**src/rtl/sio_pkg.sv**
```systemverilog
package sio_pkg;

  // status flag positions
  localparam int ST_TXE  = 0;
  localparam int ST_FULL = 1;
  localparam int ST_FRM  = 2;
  localparam int ST_PAR  = 3;
  localparam int ST_OVR  = 4;
  localparam int STAT_W  = 5;
  localparam int CTL_W   = 3;

  localparam logic [STAT_W-1:0] STAT_RST = STAT_W'(1) << ST_TXE;

  typedef struct packed {
    logic irq_on;
    logic rx_on;
    logic tx_on;
  } ctl_t;

  typedef struct packed {
    logic ovr;
    logic par;
    logic frm;
    logic full;
    logic txe;
  } status_t;

  typedef enum logic [1:0] {
    REG_CTL  = 2'd0,
    REG_STAT = 2'd1,
    REG_TXD  = 2'd2,
    REG_RXD  = 2'd3
  } reg_sel_e;

endpackage

```
**src/rtl/sio_regfile.sv**
```systemverilog
module sio_regfile
  import sio_pkg::*;
#(
  parameter int DATA_W = 8
) (
  input  logic              clk,
  input  logic              rst_n,
  input  logic              wr_ctl,
  input  logic              wr_txd,
  input  logic [DATA_W-1:0] wdata,
  input  logic              rx_capture,
  input  logic [DATA_W-1:0] rx_word,
  output ctl_t              ctl_q,
  output logic [DATA_W-1:0] txd_q,
  output logic [DATA_W-1:0] rxd_q
);

  always_ff @(posedge clk) begin
    if (!rst_n) begin
      ctl_q <= '0;
      txd_q <= '0;
      rxd_q <= '0;
    end else begin
      if (wr_ctl)     ctl_q <= ctl_t'(wdata[CTL_W-1:0]);
      if (wr_txd)     txd_q <= wdata;
      if (rx_capture) rxd_q <= rx_word;
    end
  end

endmodule

```
**src/rtl/sio_flags.sv**
```systemverilog
module sio_flags
  import sio_pkg::*;
(
  input  logic              clk,
  input  logic              rst_n,
  input  logic              tx_on,
  input  logic              rd_stat,
  input  logic              wr_stat,
  input  logic [STAT_W-1:0] wr_bits,
  input  logic              rx_load,
  input  logic              frm_evt,
  input  logic              par_evt,
  input  logic              tx_taken,
  output status_t           view,
  output logic              rx_accept
);

  logic [STAT_W-1:0] flag_q, arm_q, set_v, force_v, clr_v, view_v;

  always_comb begin
    force_v         = '0;
    force_v[ST_TXE] = ~tx_on;
    set_v           = '0;
    set_v[ST_TXE]   = tx_taken;
    set_v[ST_FULL]  = rx_load;
    set_v[ST_FRM]   = frm_evt;
    set_v[ST_PAR]   = par_evt;
    set_v[ST_OVR]   = rx_load & flag_q[ST_FULL];
  end

  assign view_v    = flag_q | force_v;
  assign view      = status_t'(view_v);
  assign rx_accept = rx_load & ~flag_q[ST_FULL];

  // clearing needs a prior read-as-1 and a written 0
  for (genvar i = 0; i < STAT_W; i++) begin : g_clr
    assign clr_v[i] = wr_stat & ~wr_bits[i] & arm_q[i] & ~force_v[i];
  end

  always_ff @(posedge clk) begin
    if (!rst_n) begin
      flag_q <= STAT_RST;
      arm_q  <= '0;
    end else begin
      for (int i = 0; i < STAT_W; i++) begin
        if (force_v[i] || set_v[i]) flag_q[i] <= 1'b1;
        else if (clr_v[i])          flag_q[i] <= 1'b0;
        if (clr_v[i])                    arm_q[i] <= 1'b0;
        else if (rd_stat && view_v[i])   arm_q[i] <= 1'b1;
      end
    end
  end

endmodule

```
**src/rtl/sio_tx_launch.sv**
```systemverilog
module sio_tx_launch (
  input  logic clk,
  input  logic rst_n,
  input  logic tx_on,
  input  logic tx_empty,
  input  logic tx_busy,
  output logic tx_start
);

  logic launched_q, fire;

  assign fire = tx_on & ~tx_empty & ~launched_q & ~tx_busy;

  always_ff @(posedge clk) begin
    if (!rst_n) begin
      tx_start   <= 1'b0;
      launched_q <= 1'b0;
    end else begin
      tx_start <= fire;
      if (tx_empty)  launched_q <= 1'b0;
      else if (fire) launched_q <= 1'b1;
    end
  end

endmodule

```
**src/rtl/sio_irq.sv**
```systemverilog
module sio_irq
  import sio_pkg::*;
(
  input  logic    irq_on,
  input  status_t flags,
  output logic    irq_full,
  output logic    irq_err
);

  assign irq_full = irq_on & flags.full;
  assign irq_err  = irq_on & (flags.frm | flags.par | flags.ovr);

endmodule

```
**src/rtl/sio_ctl_irq.sv**
```systemverilog
module sio_ctl_irq
  import sio_pkg::*;
#(
  parameter int DATA_W = 8,
  parameter int ADDR_W = 2
) (
  input  logic              clk,
  input  logic              rst_n,
  input  logic [ADDR_W-1:0] bus_addr,
  input  logic [DATA_W-1:0] bus_wdata,
  input  logic              bus_wr,
  input  logic              bus_rd,
  output logic [DATA_W-1:0] bus_rdata,
  input  logic              rx_done,
  input  logic [DATA_W-1:0] rx_word,
  input  logic              err_valid,
  input  logic              err_frame,
  input  logic              err_parity,
  input  logic              tx_taken,
  input  logic              tx_busy,
  output logic              tx_start,
  output logic [DATA_W-1:0] tx_word,
  output logic              irq_rx_full,
  output logic              irq_rx_err
);

  ctl_t              ctl_q;
  status_t           stat_view;
  logic [DATA_W-1:0] txd_q, rxd_q;
  logic              sel_ctl, sel_stat, sel_txd, sel_rxd;
  logic              rx_accept;

  assign sel_ctl  = (bus_addr == ADDR_W'(REG_CTL));
  assign sel_stat = (bus_addr == ADDR_W'(REG_STAT));
  assign sel_txd  = (bus_addr == ADDR_W'(REG_TXD));
  assign sel_rxd  = (bus_addr == ADDR_W'(REG_RXD));

  sio_regfile #(.DATA_W(DATA_W)) u_regs (
    .clk        (clk),
    .rst_n      (rst_n),
    .wr_ctl     (bus_wr & sel_ctl),
    .wr_txd     (bus_wr & sel_txd),
    .wdata      (bus_wdata),
    .rx_capture (rx_accept),
    .rx_word    (rx_word),
    .ctl_q      (ctl_q),
    .txd_q      (txd_q),
    .rxd_q      (rxd_q)
  );

  sio_flags u_flags (
    .clk       (clk),
    .rst_n     (rst_n),
    .tx_on     (ctl_q.tx_on),
    .rd_stat   (bus_rd & sel_stat),
    .wr_stat   (bus_wr & sel_stat),
    .wr_bits   (bus_wdata[STAT_W-1:0]),
    .rx_load   (rx_done & ctl_q.rx_on),
    .frm_evt   (err_valid & err_frame & ctl_q.rx_on),
    .par_evt   (err_valid & err_parity & ctl_q.rx_on),
    .tx_taken  (tx_taken),
    .view      (stat_view),
    .rx_accept (rx_accept)
  );

  sio_tx_launch u_launch (
    .clk      (clk),
    .rst_n    (rst_n),
    .tx_on    (ctl_q.tx_on),
    .tx_empty (stat_view.txe),
    .tx_busy  (tx_busy),
    .tx_start (tx_start)
  );

  sio_irq u_irq (
    .irq_on   (ctl_q.irq_on),
    .flags    (stat_view),
    .irq_full (irq_rx_full),
    .irq_err  (irq_rx_err)
  );

  assign tx_word = txd_q;

  always_comb begin
    bus_rdata = '0;
    if (sel_ctl)  bus_rdata = DATA_W'(ctl_q);
    if (sel_stat) bus_rdata = DATA_W'(stat_view);
    if (sel_txd)  bus_rdata = txd_q;
    if (sel_rxd)  bus_rdata = rxd_q;
  end

endmodule

```
**config.mk**
```make
export PLATFORM = sky130hd
export DESIGN_NAME = sio_ctl_irq
export DESIGN_NICKNAME = d
export VERILOG_FILES = /design/src/rtl/sio_pkg.sv /design/src/rtl/sio_regfile.sv /design/src/rtl/sio_flags.sv /design/src/rtl/sio_tx_launch.sv /design/src/rtl/sio_irq.sv /design/src/rtl/sio_ctl_irq.sv
export SDC_FILE = /design/constraint.sdc
export NUM_CORES = 1
export LEC_CHECK = 0
export BUFFER_PORTS_ARGS = -buffer_cell sky130_fd_sc_hd__buf_2
export CORE_UTILIZATION = 34
export CTS_CLUSTER_DIAMETER = 30
export DETAILED_ROUTE_END_ITERATION = 12
export PLACE_DENSITY = 0.56
export SYNTH_ARGS = -nofsm -noshare
export SYNTH_HDL_FRONTEND = slang
export SYNTH_SLANG_ARGS = --single-unit
export TNS_END_PERCENT = 1
```
**constraint.sdc**
```tcl
create_clock -name clk -period 1.76 [get_ports clk]
set_clock_uncertainty 0.2 [all_clocks]
set_input_delay 0.264 -clock clk [delete_from_list [all_inputs] [get_ports clk]]
set_output_delay 0.264 -clock clk [all_outputs]
set_load 0.02 [all_outputs]
```
==> metrics <==
commonest non-fill, non-tap cell in the layout=buf_2; Total GRT Usage=16.9%; GP Congestion=approximately 0.77; R2R setup slack=490 ps; max-cap violations=0; Unique masters post-synth=35; Layout area overhead=29.7%; initial antenna violation count=0; die outline height=67.8 um; worst r2r src=u_flags.flag_q[1]$_SDFFE_PN0P_; vias=~1,300; Seq cells post-synth=31; highest clock rate=556 MHz; DRC viols=0; Inserted Clock Buffers=5; Ports=47; final core utilization=46.7%; DP HPWL=2620 um; synthesized area per cell=10.2 um2; CTS H-tree depth=2; first-pass GRT wire length=5530 um; gr ovfl total=0; drt wl/cell=14.3 um; Non-Filler Instances=250; fin crit share=102%; pin count of the biggest net entering global routing=34; Worst R2R Path Depth=4; Slew @ Worst Pin=496 ps; WP data arrival=around 1300 ps; Seq/Total Area, Yosys=42.1%; worst setup path start=u_regs.ctl_q[0]$_SDFFE_PN0P_; Post-synth ARST share=0%; setup TNS=-38.0 ps; RSZ-0062 raised after global routing=true; Fillers=just over 400; Vias per Instance=5.12; Critical Path Sink Type=primary output; critical path required time=1300 ps; clk_lat worst skew=280 ps; Pwr Density=781 nW/um2; HP Class=in -> reg; worst ir drop on vdd=0.000465 V; port bufs=46; Syn. warnings=0; routed wire length=3570 um; Synth Cell Area=1470 um2; crit path cell chain=nand2b_4 > mux4_2 > buf_6; CP Max Fanout=6; Post-synth EDFFs=0; Setup WS post-layout=-38.0 ps; Crit path largest cell delay=460 ps; Max stage delay cell, worst path=mux4_2; Final #Nets=227; CTS sink count=31; final setup vio count=1; Initial Util=36.0%; die area=~4600 um2; failing checks=negative setup slack; share of cells above drive strength 1=roughly two fifths; drt pass-1 iters=4; core area=4090 um2; CP Class=reg -> out; FP Rows=23; status=complete, but fails checks; Root Driver=clkbuf_8; synthesized net count=173; vias in the first global route=1,208; Worst setup SP type=flop; fin. max-slew vios=0; slew margin rel.=66.9%; Worst setup endpoint=bus_rdata[0]; clk buf depth=2; initial detailed-routing violation count=22; Die Span X=about 68 um; DRT antenna net count=0; R2R Path End=u_regs.rxd_q[0]$_SDFFE_PN0P_; Tmin final=1800 ps; Worst-path clk slew=60 ps; most frequent cells in the layout=45 x buf_2, 24 x dfxtp_1, 15 x mux2i_1, 15 x nor2b_1, 13 x nand2_1; final hold violations=0; antenna fix cells=0; Cells after Synth=between 100 and 150; Leak=0.856 nW; placed cell count=approximately 240; Post-synth top flop=dfxtp_1; TritonCTS clock tree=done
==> area by class of cell <==
type / count / area [um2] / area share [%]
repair buffers: 55 / 309 / 16.2
well taps: 50 / 62.6 / 3.28
multi-input cells: 105 / 802 / 42.0
clock buffers: 8 / 100 / 5.24
flip-flops and latches: 31 / 632 / 33.1
inverters: 1 / 3.75 / 0.197
==> Yosys cell counts (3+ instances only) <==
| cell | instances | area share, % |
|---|---|---|
| nand2_1 | 13 | 3.3 |
| a21oi_1 | 3 | 1.0 |
| dfxtp_1 | 31 | 42 |
| clkbuf_1 | 3 | 0.76 |
| mux4_2 | 3 | 4.6 |
| nor2b_1 | 15 | 6.4 |
| nand3_1 | 9 | 3.1 |
| nand4b_1 | 3 | 1.8 |
| nor2_1 | 4 | 1.0 |
| mux2i_1 | 15 | 10 |
| a21boi_0 | 8 | 4.1 |
| o21ai_0 | 6 | 2.0 |
==> worst min path at each step <==
stage / end / start / cells past startpoint
2_1_floorplan: u_launch.tx_start$_SDFF_PN0_ / tx_busy / 1
3_3_place_gp: u_launch.tx_start$_SDFF_PN0_ / u_launch.launched_q$_SDFFE_PP0P_ / 1
3_5_place_dp: u_launch.tx_start$_SDFF_PN0_ / u_launch.launched_q$_SDFFE_PP0P_ / 1
4_1_cts: u_regs.rxd_q[4]$_SDFFE_PN0P_ / rx_word[4] / 3
5_1_grt: u_regs.rxd_q[5]$_SDFFE_PN0P_ / rx_word[5] / 3
6_report: u_regs.rxd_q[4]$_SDFFE_PN0P_ / rx_word[4] / 3
==> state kept, by name, summed over array words and instances (netlist names) <==
register	flops
u_flags.arm_q	5
u_flags.flag_q	5
u_launch.launched_q	1
u_launch.tx_start	1
u_regs.ctl_q	3
u_regs.rxd_q	8
u_regs.txd_q	8
==> per-layer routing <==
layer  routed length, um  GRT usage (%)
met1                1580           20.1
met2                1730           27.7
met3                 220           6.33
met4                  40           5.73
met5                   0              0
==> worst max-delay path: cells and delay by family, from the launching register on <==
kind,cells,cell delay (ps)
buffers and inverters,1,150
multiplexers,1,460
flip-flops,1,390
AND/OR/NAND/NOR,1,60
==> metrics by stage <==
stage / worst slack [ps] / total power, mW / hold WS (ps) / instance area, um2
after CTS: -57.0 / 1.52 / 35.5 / 1900
after floorplan: 325 / 0.833 / 141 / 1470
after detailed placement: 69.6 / 0.900 / 212 / 1750
final: -38.0 / 1.49 / 42.8 / 1910
after global routing: -85.4 / 1.56 / 39.2 / 1910
after global placement: 80.3 / 0.897 / 204 / 1750
==> where the power goes <==
group	leakage (nW)	internal [mW]	switching, mW
clock	0.0515	0.356	0.245
combinational	0.551	0.0782	0.0841
sequential	0.253	0.715	0.0121
total	0.856	1.15	0.342
==> what timing repair did <==
item | 4_1_cts | 5_1_grt
resized for setup | 7 | 4
setup endpoints to repair | 2 | 4
hold endpoints to repair | 3 | 0
hold buffers | 2 | 0
setup buffers | 2 | 0
cloned | 0 | 0
==> kinds of logic after synthesis <==
| kind of cell | count (synthesis) | synth area share, % |
|---|---|---|
| buffers and inverters | 9 | 3.91 |
| AND/OR/NAND/NOR | 59 | 25.5 |
| multiplexers | 20 | 16.3 |
| AO/OA/AOI/OAI | 26 | 12.2 |
| flip-flops | 31 | 42.1 |
Note: power is estimated with default switching activity, not from simulation.
